<file path="src/rtl/scc_pkg.sv">
package scc_pkg;

  typedef struct packed {
    logic short_rows;
    logic narrow;
  } scc_mode_t;

  function automatic int scc_start(int rows, int bpl, int lpr, int limit, int align);
    int size;
    size = bpl * lpr * rows;
    return ((limit - size) / align) * align;
  endfunction

  function automatic int scc_spacing(int rows, int screen_lines, int lpr);
    return screen_lines / rows - lpr;
  endfunction

  function automatic int scc_margin(int rows, int frame_lines, int lpr, int sp);
    return frame_lines - rows * (lpr + sp) + sp;
  endfunction

endpackage

</file>
<file path="src/rtl/scc_geom.sv">
module scc_geom #(
  parameter int ADDR_W        = 15,
  parameter int LINES_PER_ROW = 8,
  parameter int BYTES_WIDE    = 80,
  parameter int BYTES_NARROW  = 40,
  parameter int ROWS_TALL     = 32,
  parameter int ROWS_SHORT    = 25,
  parameter int SCREEN_LINES  = 256,
  parameter int FRAME_LINES   = 312,
  parameter int START_ALIGN   = 256,
  parameter int SW            = 9,
  parameter int LW            = 10
) (
  input  scc_pkg::scc_mode_t mode,
  output logic [ADDR_W:0]    start,
  output logic [ADDR_W:0]    span,
  output logic [SW-1:0]      spacing,
  output logic [SW-1:0]      margin,
  output logic [LW-1:0]      footer
);
  localparam int AI    = ADDR_W + 1;
  localparam int LIMIT = 1 << ADDR_W;

  logic [AI-1:0] start_t [4];
  logic [AI-1:0] span_t  [4];
  logic [SW-1:0] sp_t    [4];
  logic [SW-1:0] mg_t    [4];
  logic [LW-1:0] ft_t    [4];
  logic [1:0]    idx;

  for (genvar m = 0; m < 4; m++) begin : g_mode
    localparam int R  = ((m / 2) != 0) ? ROWS_SHORT : ROWS_TALL;
    localparam int B  = ((m % 2) != 0) ? BYTES_NARROW : BYTES_WIDE;
    localparam int ST = scc_pkg::scc_start(R, B, LINES_PER_ROW, LIMIT, START_ALIGN);
    localparam int SP = scc_pkg::scc_spacing(R, SCREEN_LINES, LINES_PER_ROW);
    localparam int MG = scc_pkg::scc_margin(R, FRAME_LINES, LINES_PER_ROW, SP);
    assign start_t[m] = AI'(ST);
    assign span_t[m]  = AI'(LIMIT - ST);
    assign sp_t[m]    = SW'(SP);
    assign mg_t[m]    = SW'(MG);
    assign ft_t[m]    = LW'(R * LINES_PER_ROW);
  end

  assign idx     = {mode.short_rows, mode.narrow};
  assign start   = start_t[idx];
  assign span    = span_t[idx];
  assign spacing = sp_t[idx];
  assign margin  = mg_t[idx];
  assign footer  = ft_t[idx];

endmodule

</file>
<file path="src/rtl/scc_wrap.sv">
module scc_wrap #(
  parameter int AI = 16
) (
  input  logic [AI-1:0] raw,
  input  logic [AI-1:0] span,
  output logic [AI-2:0] fold
);
  localparam logic [AI-1:0] LIM = {1'b1, {(AI-1){1'b0}}};

  logic [AI-1:0] res;

  always_comb begin
    res = raw;
    if (raw >= LIM) res = raw - span;
    fold = res[AI-2:0];
  end

endmodule

</file>
<file path="src/rtl/scc_line_seq.sv">
module scc_line_seq #(
  parameter int LINES_PER_ROW = 8,
  parameter int SW            = 9,
  parameter int LW            = 10
) (
  input  logic          clk,
  input  logic          rst_n,
  input  logic          frame_start,
  input  logic          line_go,
  input  logic [SW-1:0] spacing,
  input  logic [SW-1:0] margin,
  input  logic [LW-1:0] footer,
  output logic          blank,
  output logic          adv,
  output logic          row_end
);
  logic [LW-1:0] line_q;
  logic [LW-1:0] line_nx;
  logic [SW-1:0] gap_q;

  assign blank   = (gap_q != '0);
  assign adv     = line_go & ~blank & ~frame_start;
  assign line_nx = line_q + LW'(1);
  assign row_end = ((line_nx % LW'(LINES_PER_ROW)) == '0);

  always_ff @(posedge clk or negedge rst_n) begin
    if (!rst_n) begin
      line_q <= '0;
      gap_q  <= '0;
    end else if (frame_start) begin
      line_q <= '0;
      gap_q  <= '0;
    end else if (line_go) begin
      if (blank) begin
        gap_q <= gap_q - SW'(1);
      end else begin
        line_q <= line_nx;
        if (row_end) begin
          if ((spacing != '0) && (line_nx == footer)) gap_q <= margin;
          else                                        gap_q <= spacing;
        end
      end
    end
  end

endmodule

</file>
<file path="src/rtl/scc_addr_gen.sv">
module scc_addr_gen #(
  parameter int ADDR_W        = 15,
  parameter int LINES_PER_ROW = 8,
  parameter int BYTES_WIDE    = 80,
  parameter int BYTES_NARROW  = 40,
  parameter int ROWS_TALL     = 32,
  parameter int ROWS_SHORT    = 25,
  parameter int SCREEN_LINES  = 256,
  parameter int FRAME_LINES   = 312,
  parameter int START_ALIGN   = 256
) (
  input  logic              clk,
  input  logic              rst_n,
  input  logic              mode_short_rows,
  input  logic              mode_narrow,
  input  logic              frame_start,
  input  logic              line_end,
  input  logic              byte_adv,
  input  logic              active,
  output logic [ADDR_W-1:0] addr_o,
  output logic              blank_o
);
  localparam int AI        = ADDR_W + 1;
  localparam int LIMIT     = 1 << ADDR_W;
  localparam int SW        = $clog2(FRAME_LINES + 1);
  localparam int LW        = $clog2(FRAME_LINES + 1) + 1;
  localparam int RST_START = scc_pkg::scc_start(ROWS_TALL, BYTES_WIDE, LINES_PER_ROW,
                                                LIMIT, START_ALIGN);

  scc_pkg::scc_mode_t mode_in, mode_q;
  logic [ADDR_W-1:0]  addr_q, lstart_q;
  logic [AI-1:0]      new_start, cur_start, cur_span;
  logic [SW-1:0]      spacing, margin;
  logic [SW-1:0]      unused_sp, unused_mg;
  logic [LW-1:0]      footer, unused_ft;
  logic [AI-1:0]      unused_span;
  logic [AI-1:0]      raw  [3];
  logic [ADDR_W-1:0]  fold [3];
  logic               blank, line_adv, row_end, byte_go, line_go;

  assign mode_in = '{short_rows: mode_short_rows, narrow: mode_narrow};

  // Geometry of the incoming selection, used only to load the start.
  scc_geom #(
    .ADDR_W(ADDR_W), .LINES_PER_ROW(LINES_PER_ROW), .BYTES_WIDE(BYTES_WIDE),
    .BYTES_NARROW(BYTES_NARROW), .ROWS_TALL(ROWS_TALL), .ROWS_SHORT(ROWS_SHORT),
    .SCREEN_LINES(SCREEN_LINES), .FRAME_LINES(FRAME_LINES),
    .START_ALIGN(START_ALIGN), .SW(SW), .LW(LW)
  ) u_geom_in (
    .mode(mode_in), .start(new_start), .span(unused_span),
    .spacing(unused_sp), .margin(unused_mg), .footer(unused_ft)
  );

  // Geometry of the latched selection, used for the frame in progress.
  scc_geom #(
    .ADDR_W(ADDR_W), .LINES_PER_ROW(LINES_PER_ROW), .BYTES_WIDE(BYTES_WIDE),
    .BYTES_NARROW(BYTES_NARROW), .ROWS_TALL(ROWS_TALL), .ROWS_SHORT(ROWS_SHORT),
    .SCREEN_LINES(SCREEN_LINES), .FRAME_LINES(FRAME_LINES),
    .START_ALIGN(START_ALIGN), .SW(SW), .LW(LW)
  ) u_geom_cur (
    .mode(mode_q), .start(cur_start), .span(cur_span),
    .spacing(spacing), .margin(margin), .footer(footer)
  );

  // Three step paths: along the line, next line of the cell, back to row top.
  for (genvar k = 0; k < 3; k++) begin : g_step
    localparam int D = (k == 0) ? LINES_PER_ROW : ((k == 1) ? 1 : -(LINES_PER_ROW - 1));
    assign raw[k] = ((k == 1) ? {1'b0, lstart_q} : {1'b0, addr_q}) + AI'(D);
    scc_wrap #(.AI(AI)) u_wrap (.raw(raw[k]), .span(cur_span), .fold(fold[k]));
  end

  assign line_go = active & line_end;

  scc_line_seq #(
    .LINES_PER_ROW(LINES_PER_ROW), .SW(SW), .LW(LW)
  ) u_seq (
    .clk(clk), .rst_n(rst_n), .frame_start(frame_start), .line_go(line_go),
    .spacing(spacing), .margin(margin), .footer(footer),
    .blank(blank), .adv(line_adv), .row_end(row_end)
  );

  assign byte_go = active & byte_adv & ~line_end & ~frame_start & ~blank;

  always_ff @(posedge clk or negedge rst_n) begin
    if (!rst_n) begin
      mode_q   <= '0;
      addr_q   <= ADDR_W'(RST_START);
      lstart_q <= ADDR_W'(RST_START);
    end else if (frame_start) begin
      mode_q   <= mode_in;
      addr_q   <= new_start[ADDR_W-1:0];
      lstart_q <= new_start[ADDR_W-1:0];
    end else if (line_adv) begin
      addr_q   <= row_end ? fold[2] : fold[1];
      lstart_q <= row_end ? fold[2] : fold[1];
    end else if (byte_go) begin
      addr_q   <= fold[0];
    end
  end

  assign addr_o  = addr_q;
  assign blank_o = blank;

endmodule

</file>
<file path="config.mk">
export PLATFORM = sky130hd
export DESIGN_NAME = scc_addr_gen
export DESIGN_NICKNAME = d
export VERILOG_FILES = /design/src/rtl/scc_pkg.sv /design/src/rtl/scc_geom.sv /design/src/rtl/scc_wrap.sv /design/src/rtl/scc_line_seq.sv /design/src/rtl/scc_addr_gen.sv
export SDC_FILE = /design/constraint.sdc
export NUM_CORES = 1
export LEC_CHECK = 0
export BUFFER_PORTS_ARGS = -buffer_cell sky130_fd_sc_hd__clkbuf_2
export CORE_UTILIZATION = 25
export CTS_CLUSTER_SIZE = 20
export DETAILED_ROUTE_END_ITERATION = 7
export MAX_ROUTING_LAYER = met4
export PLACE_DENSITY = 0.36
export SYNTH_ARGS = -nofsm -noshare
export SYNTH_HDL_FRONTEND = slang
export SYNTH_SLANG_ARGS = --single-unit
export TNS_END_PERCENT = 5
</file>
<file path="constraint.sdc">
create_clock -name clk -period 5.1 [get_ports clk]
set_input_delay 0 -clock clk [delete_from_list [all_inputs] [get_ports clk]]
set_output_delay 0 -clock clk [all_outputs]
set_load 0.02 [all_outputs]
</file>
======== After elaboration in Yosys (flattened, before gate mapping) ========
Index checks and enable logic that the tools add are counted.
word-level totals
  flip-flop bits (word level) ............. 51
  input port bits ......................... 8
  output and inout bits ................... 16
  logic and storage cells ................. 75
cells by class
  add/sub/neg operators ................... 8
  order comparisons ....................... 5
  eq/ne operators ......................... 2
  multiplexer cells ....................... 32
  bitwise operators ....................... 12
  reductions and logical operators ........ 10
operators by type and width
  cell                                               count
  two-way mux 15 bit                                 13
  two-way mux 9 bit                                  9
  binary-select mux 16 bit (select 2 bit)            2
  two-way mux 10 bit                                 5
  >= comparator 16 bit (second input constant)       3
  subtractor 15 bit                                  3
  binary-select mux 9 bit (select 2 bit)             2
  binary-select mux 10 bit (select 2 bit)            1
  nonzero test 9 bit                                 2
  adder 15 x 1 -> 16 bit (second input constant)     1
  adder 15 x 16 -> 16 bit (second input constant)    1
  adder 15 x 4 -> 16 bit (second input constant)     1
  adder 10 x 1 -> 10 bit (second input constant)     1
  == test 10 bit                                     1
  zero test 10 bit                                   1
  subtractor 9 x 1 -> 9 bit (second input constant)  1
  bitwise AND 1 bit                                  7
  >= comparator 3 bit (second input constant)        2
  inverter 2 -> 3 bit                                2
  nonzero test 3 bit                                 2
  AND reduction 2 bit                                2
  nonzero test 2 bit                                 2
  inverter 1 bit                                     3
  != test 2 bit (second input constant)              1
  logical AND 1 bit                                  1

======== Longest topological paths before layout ========
Gate-level depths: netlist (run 1).
  depth in word-level cells ............... 11
  mapped depth ............................ 16

======== Hierarchy ========
Synthesis (run 1) repeated with hierarchy kept, for this count alone.
unflattened totals
  cell total of the unflattened synthesis .. 955
  area total of the unflattened synthesis .. 7711.1 µm²
modules (own cells, without submodules)
  module        instances  cells an instance  area each (µm²)  sequential area each (µm²)
  scc_wrap      3          125                899.6            0.0
  scc_addr_gen  1          275                2537.4           805.8
  scc_line_seq  1          181                1544.0           475.5
  scc_geom      2          62                 465.4            0.0

======== Worst setup path before layout (run 1) ========
OpenSTA, ideal clock, no wires.
  path type ............................... flip-flop to flip-flop
  start ................................... register addr_q[3] (netlist: addr_o[3])
  end ..................................... register lstart_q[14]
  library setup time ...................... 126 ps
  arrival ................................. 4041 ps
  data required time ...................... 4974 ps
  slack ................................... 933 ps
  cell stages (with the launch flop) ...... 17
  path through ............................ dfrtp_1 clkbuf_1 inv_1 ha_1 nand4_1 nand3_1 or4_1 xnor2_1 inv_1 fa_1 nand2b_1 a2111oi_0 a211oi_1 and4_2 o31ai_1 a21oi_1 a311o_1
between the ends
  word-level cells in the longest chain between the ends .. 6
  elaborated cells between the ends (all ways) .. 7
  classes of those cells .................. 2 x add/sub; 1 x order compare; 4 x mux
RTL lines
  what                                                       line                text
  start: declaration                                         scc_addr_gen.sv:31  logic [ADDR_W-1:0] addr_q, lstart_q;
  start signal: assignment                                   scc_addr_gen.sv:87  addr_q <= ADDR_W'(RST_START);
  start signal: assignment                                   scc_addr_gen.sv:91  addr_q <= new_start[ADDR_W-1:0];
  start signal: assignment                                   scc_addr_gen.sv:94  addr_q <= row_end ? fold[2] : fold[1];
  adder 15 x 16 -> 16 bit *                                  scc_addr_gen.sv:68  assign raw[k] = ((k == 1) ? {1'b0, lstart_q} : {1'b0, addr_q}) + AI'(D);
  subtractor 15 bit or >= comparator 16 bit (tied branches)  scc_wrap.sv:14      if (raw >= LIM) res = raw - span;
  two-way mux 15 bit *                                       scc_wrap.sv:14
  two-way mux 15 bit *                                       scc_addr_gen.sv:95  lstart_q <= row_end ? fold[2] : fold[1];
  two-way mux 15 bit *                                       scc_addr_gen.sv:93  end else if (line_adv) begin
  two-way mux 15 bit *                                       scc_addr_gen.sv:89  end else if (frame_start) begin
  end signal: assignment                                     scc_addr_gen.sv:88  lstart_q <= ADDR_W'(RST_START);
  end signal: assignment                                     scc_addr_gen.sv:92  lstart_q <= new_start[ADDR_W-1:0];
  end signal: assignment                                     scc_addr_gen.sv:95
  end: declaration                                           scc_addr_gen.sv:31
Every way passes the cells marked *; elsewhere a longest branch is shown, timed or not. The select of a mux whose other input is x is not followed.
A chain may end at the register's enable or synchronous reset.

======== Worst setup path after layout (run 1) ========
Ends and elaborated chain as after synthesis.

==> flow_summary.yaml, run 1 <==
critical_path:
  crit_type: "flip-flop to flip-flop"
  path_cells: "inv_1 > ha_1 > nand4_1 > nand3_1 > or4_1 > xnor2_1 > inv_1 > fa_1 > nand2b_1 > a2111oi_0 > a211oi_1 > and4_2 > o31ai_1 > a21oi_1 > a311o_1"
  critical_path.top_delay_family: "simple AND/OR/NAND/NOR gates"
  arrival_ns: 4.67
  crit_required_ns: 5.28
  cp_num_cells: 15
  cpPeakStageDelay_ns: 0.52
  worstSetupEndpointType: "flip-flop"
  rr_worst_depth: 15
  cp_slowest_cell: "dfrtp_1"
  cpMostUsedCell: "inv_1"
  critPathLaunchType: "flip-flop"
  cp_num_buf_inv: 2
  crit_fanout: 10
yosys:
  synth_seq_area_share_pct: 27.5
  synthArstFlopShare_pct: 100
  netlist-cell-type-count: 71
  synth_warnings: 0
  synth_nets: 615
  synth.cell_area_mm2: 0.00466
  yosysMostFrequentCell: "nor2_1"
  ys_ff_latch: 51
  yosys-top-cells-area: "dfrtp_1 (25%), ha_1 (8.6%), nor2_1 (4.8%), nand2_1 (4.7%), xnor2_1 (4.5%)"
  synth_top_cell_by_area: "dfrtp_1"
  synthTopCellsByCount: "nor2_1 (60), nand2_1 (59), dfrtp_1 (47), a21oi_1 (36), ha_1 (32)"
  syn_avg_cell_area_um2: 8.15
  yosys.area.top_type_share_pct: 25.2
  syn-instance-count: 572
  ys_dominant_reg_cell: "dfrtp_1"
  synth_edf_count: 0
clock_network:
  post_cts_resized: 0
  cts-buffers-inserted: 5
  post_cts_buffers: 0
  root_buffer: "clkbuf_16"
  cts_tree: "built"
  htree_levels: 2
  clk_latency_ns: 0.30
  clockBufferDepth: 2
  clock-sinks: 51
  path_clk_slew_ns: 0.08
sta:
  fin_crit_sh_pct: 87.9
  setup_ws_ns: 0.618
  rsz0062_at_grt: "no"
  fin_crit_ns: 4.48
  fin_skew_ns: 0.00824
  finalMaxSlewViolations: 0
  final_hold_viol_count: 0
  tightestPinTransition_ns: 0.889
  setup_violations: 0
  relSlewSlack_pct: 40.8
  timing.hold.ws_ns: 0.0285
  fin_tns_setup_ns: 0
  fmax_mhz: 223
global_routing:
  grt_pass1_vias: 4114
  grt_first_pass_wirelength_mm: 23.8
  grt_overflow: 0
  grt_max_degree: 52
  grt_use_total_pct: 16.4
  antenna_found_initial: 0
final_layout:
  syn2layout_area_growth_pct: 10.1
  final_layout_size_suffix_gt1_share_pct: 10.6
  nFillCells: 1983
  diodes: 0
  nNetsFinal: 627
  seqCellArea_mm2: 0.00128
  multi_input_area_mm2: 0.00309
hold_path:
  hold_class: "input pin to flip-flop"
  whs_path_depth: 3
route:
  first_iter_violations: 310
  drc_errors: 0
  via_per_inst: 5.20
  drt-pass1-iter-count: 5
  wl_mm: 15.0
  vias: 4231
  ant_nets: 0
  wire_per_inst_um: 18.4
pwr:
  irDropWorstVdd_uv: 263
  p_leak_uw: 0.00216
  p_per_area_mw_per_mm2: 536
die:
  fp-row-count: 49
  die_y_um: 139
  io_pins: 24
  die_area_mm2: 0.0192
  core_area_mm2: 0.0181
  die_w_um: 139
  initial_core_util_pct: 25.7
placed_design:
  dp_hpwl_mm: 11.2
  gp_congestion: 0.836
  io_buffers: 23
  pre_cts_slack_ns: 0.663
run_status:
  status: "completed"
flow_run:
  maxCapViolCount: 0
-- stage by stage --
| step | power, uW | cells | instance area, um2 | utilization, % |
|---|---|---|---|---|
| 4_1_cts | 2780 | 814 | 5130 | 28.3 |
| 3_3_place_gp | 2340 | 804 | 4940 | 27.2 |
| 6_report | 2750 | 814 | 5130 | 28.3 |
| 2_1_floorplan | 1870 | 572 | 4660 | - |
| 3_5_place_dp | 2340 | 804 | 4940 | 27.2 |
| 5_1_grt | 3000 | 814 | 5130 | 28.3 |
-- flip-flops by register name, indices dropped and copies added, names as in the netlist --
signal	flops
u_seq.line_q	10
mode_q	2
addr_o	15
lstart_q	15
u_seq.gap_q	9
-- cell families (layout without fill, tap and decap cells) --
| logic type | Yosys count | count (layout) | share of synthesized area (%) |
|---|---|---|---|
| AND/OR/NAND/NOR | 242 | 242 | 26.6 |
| AO/OA/AOI/OAI | 133 | 133 | 19.0 |
| buffers and inverters | 56 | 69 | 6.36 |
| flip-flops | 51 | 51 | 27.5 |
| XOR/XNOR | 42 | 42 | 7.89 |
| adder cells (fa/ha/maj) | 35 | 35 | 9.87 |
| multiplexers | 13 | 13 | 2.84 |
-- cell usage in the layout, fill, tap and decap left out, drive strengths merged, types with 5 or more instances in the layout --
master	synthesis	final
nor2	61	61
nand2	59	59
dfrtp	47	47
a21oi	36	36
ha	32	32
clkbuf	20	29
inv	26	26
xnor2	24	24
o21ai	24	24
nand3	20	20
xor2	18	18
nor3	17	17
nand4	13	13
or3	13	13
mux2i	11	11
nand2b	9	9
nor2b	9	9
o21a	8	8
buf	8	8
or4	8	8
a31oi	7	7
a211oi	7	7
nor4	7	7
a2111oi	6	6
o31a	5	5
o31ai	5	5
and3	5	5
-- worst reg2reg max path, cell delays in order (launching register included) --
cell and delay (ns):
dfrtp_1 0.52, inv_1 0.14, ha_1 0.23, nand4_1 0.11, nand3_1 0.29, or4_1 0.51, xnor2_1 0.32, inv_1 0.11
fa_1 0.47, nand2b_1 0.21, a2111oi_0 0.38, a211oi_1 0.13, and4_2 0.25, o31ai_1 0.32, a21oi_1 0.11, a311o_1 0.27
-- layout make-up --
class | count | share of cell area (%)
Inverter | 28 | 2.05
Timing Repair Buffer | 33 | 3.80
Clock inverter | 2 | 0.682
Multi-Input combinational cell | 465 | 60.2
Clock buffer | 6 | 2.71
Tap cell | 229 | 5.58
Sequential cell | 51 | 25.0
-- report_power, final --
part	switching [uW]	internal [uW]
Sequential	173	510
Clock	163	245
Combinational	1030	633
-- timing repair --
item,in CTS,in global routing
setup endpoints to repair,0,0
hold buffers,2,0
hold endpoints to repair,48,0
-- worst paths after layout --
check	from	end	slack [ns]
setup reg to reg	addr_o[3]	lstart_q[14]	0.62
setup / recovery	addr_o[3]	lstart_q[14]	0.62
hold reg to reg	lstart_q[13]	lstart_q[13]	0.48
max in group asynchronous	rst_n	lstart_q[6]	4.22
min in group asynchronous	rst_n	addr_o[9]	0.39
hold / removal	mode_short_rows	mode_q[1]	0.03
-- routing by layer --
metal | global-route usage, % | share of wire, %
met3 | 1.42 | 3.1
met5 | - | 0
met2 | 26.1 | 46
met4 | 3.61 | 1.1
met1 | 22.5 | 50
Power figures use the tool's default switching activity.
==> run 2, diff against run 1 <==
CTS_BUF_LIST = sky130_fd_sc_hd__clkbuf_2   (was not set)
clock period = 5.6 ns   (was 5.1 ns; I/O delays follow)
==> flow_summary.yaml, run 2 (same netlist as run 1, synthesis figures left out) <==
run_status:
  status: "completed"
route:
  drt-pass1-iter-count: 4
  vias: 4266
  drc_errors: 0
  wl_mm: 14.9
  via_per_inst: 5.22
  first_iter_violations: 200
  ant_nets: 0
  wire_per_inst_um: 18.2
clock_network:
  clock-sinks: 51
  clk_latency_ns: 0.48
  post_cts_buffers: 0
  clockBufferDepth: 2
  cts_tree: "built"
  root_buffer: "clkbuf_2"
  htree_levels: 2
  path_clk_slew_ns: 0.30
  cts-buffers-inserted: 5
die:
  fp-row-count: 49
  die_y_um: 139
  die_w_um: 139
  core_area_mm2: 0.0181
  die_area_mm2: 0.0192
  io_pins: 24
  initial_core_util_pct: 25.7
critical_path:
  setup.worst_path.start: "addr_o[3]"
  crit_fanout: 10
  r2r-start: "addr_o[3]"
  r2r_setup_slack_ns: 1.12
  critPathLaunchType: "flip-flop"
  crit_type: "flip-flop to flip-flop"
  cpPeakStageDelay_ns: 0.58
  path_cells: "inv_1 > ha_1 > nand4_1 > nand3_1 > or4_1 > xnor2_1 > inv_1 > fa_1 > nand2b_1 > a2111oi_0 > a211oi_1 > and4_2 > o31ai_1 > a21oi_1 > a311o_1"
  crit_required_ns: 6.03
  crit-reg2reg-capture: "lstart_q[14]"
  worstSetupEndpointType: "flip-flop"
  arrival_ns: 4.90
  cp_slowest_cell: "dfrtp_1"
  cpMostUsedCell: "inv_1"
  rr_worst_depth: 15
sta:
  fmax_mhz: 223
  fin_tns_setup_ns: 0
  final_hold_viol_count: 0
  setup_violations: 0
  fin_crit_ns: 4.48
  finalMaxSlewViolations: 0
  relSlewSlack_pct: 42.0
  rsz0062_at_grt: "no"
  fin_crit_sh_pct: 80.0
  timing.hold.ws_ns: 0.0975
  fin_skew_ns: 0.0507
  tightestPinTransition_ns: 0.870
pwr:
  irDropWorstVdd_uv: 292
  p_per_area_mw_per_mm2: 456
  p_seq_share_pct: 27.2
  clkPwrFrac_pct: 6.9
  intPower_uw: 1070
  pwr-share-comb_pct: 66.0
  p_leak_uw: 0.00211
  switching_share_pct: 53.2
  power_switching_uw: 1220
placed_design:
  gp_congestion: 0.822
  dp_hpwl_mm: 11.3
  io_buffers: 23
global_routing:
  grt_use_total_pct: 16.4
  grt_first_pass_wirelength_mm: 23.7
  grt_max_degree: 52
  antenna_found_initial: 1
  grt_overflow: 0
  grt_pass1_vias: 4159
hold_path:
  whs_path_depth: 6
  hold_class: "input pin to flip-flop"
  holdPathEnd: "addr_o[5]"
  hp-start: "byte_adv"
flow_run:
  maxCapViolCount: 0
final_layout:
  final_layout_size_suffix_gt1_share_pct: 10.1
  syn2layout_area_growth_pct: 7.73
  nNetsFinal: 629
  final_cell_mix: "nor2_1 (60), nand2_1 (59), dfrtp_1 (47)"
  final_common_cell: "nor2_1"
[run 2: changes by cell type in the layout (fill, tap and decap cells not counted), sizes merged]
| cell | change |
|---|---|
| diode | +1 |
| clkbuf | -1 |
| bufinv | -1 |
| clkinv | +1 |
| buf | -1 |
| dlygate4sd3 | +3 |
| clkinvlp | +1 |
[run 2: per-stage QoR]
| stage | utilization [%] | cells | instance area, um2 | worst slack (ns) | total power [uW] |
|---|---|---|---|---|---|
| after global placement | 27.2 | 803 | 4930 | 1.31 | 2130 |
| after global routing | 27.7 | 817 | 5020 | 0.739 | 2530 |
| after detailed placement | 27.2 | 803 | 4930 | 1.15 | 2140 |
| final | 27.7 | 817 | 5020 | 1.12 | 2290 |
| after floorplan | - | 572 | 4660 | 1.43 | 1710 |
| after CTS | 27.7 | 816 | 5020 | 1.13 | 2320 |
[run 2: worst max path at each step]
| stage | to | slack (ns) | depth (start not counted) |
|---|---|---|---|
| 6_report | lstart_q[14] | 1.12 | 15 |
| 3_5_place_dp | lstart_q[14] | 1.15 | 15 |
| 5_1_grt | lstart_q[14] | 0.74 | 15 |
| 4_1_cts | lstart_q[14] | 1.13 | 15 |
| 3_3_place_gp | lstart_q[14] | 1.31 | 15 |
| 2_1_floorplan | lstart_q[14] | 1.43 | 16 |
[run 2: metal layers]
metal / wire length, um / track usage (%) / vias up
met5: 0 / - / -
met4: 224 / 4.02 / 0
met3: 377 / 1.55 / 13
met2: 6880 / 26.2 / 71
met1: 7390 / 22.2 / 2083
li1: - / - / 2099
[run 2: area by class of cell]
type	count	area, um2
Inverter	28	105
Multi-Input combinational cell	465	3090
Antenna cell	1	2.50
Sequential cell	51	1280
Clock buffer	5	25.0
Timing Repair Buffer	35	218
Clock inverter	3	15.0
Fill cell	1992	13100
Tap cell	229	287
[run 2: critical path: cells and delay by family, from the launching register on]
family,cells,cell delay [ns]
flops,1,0.58
xor+xnor,1,0.29
compound gates,5,1.25
fa+ha+maj,2,0.70
simple gates,5,1.37
buf+inv,2,0.24
[run 2: power by group through the flow]
| stage | clock, uW | combinational [uW] | sequential, uW |
|---|---|---|---|
| 2_1_floorplan | 0 | 1110 | 594 |
| 3_3_place_gp | 0 | 1500 | 630 |
| 3_5_place_dp | 0 | 1510 | 630 |
| 4_1_cts | 171 | 1520 | 622 |
| 5_1_grt | 183 | 1700 | 644 |
| 6_report | 157 | 1510 | 622 |
[run 2: what timing repair did]
action / in CTS / in global routing
resized for setup: 0 / 0
hold buffers: 5 / 0
hold endpoints to repair: 56 / 0
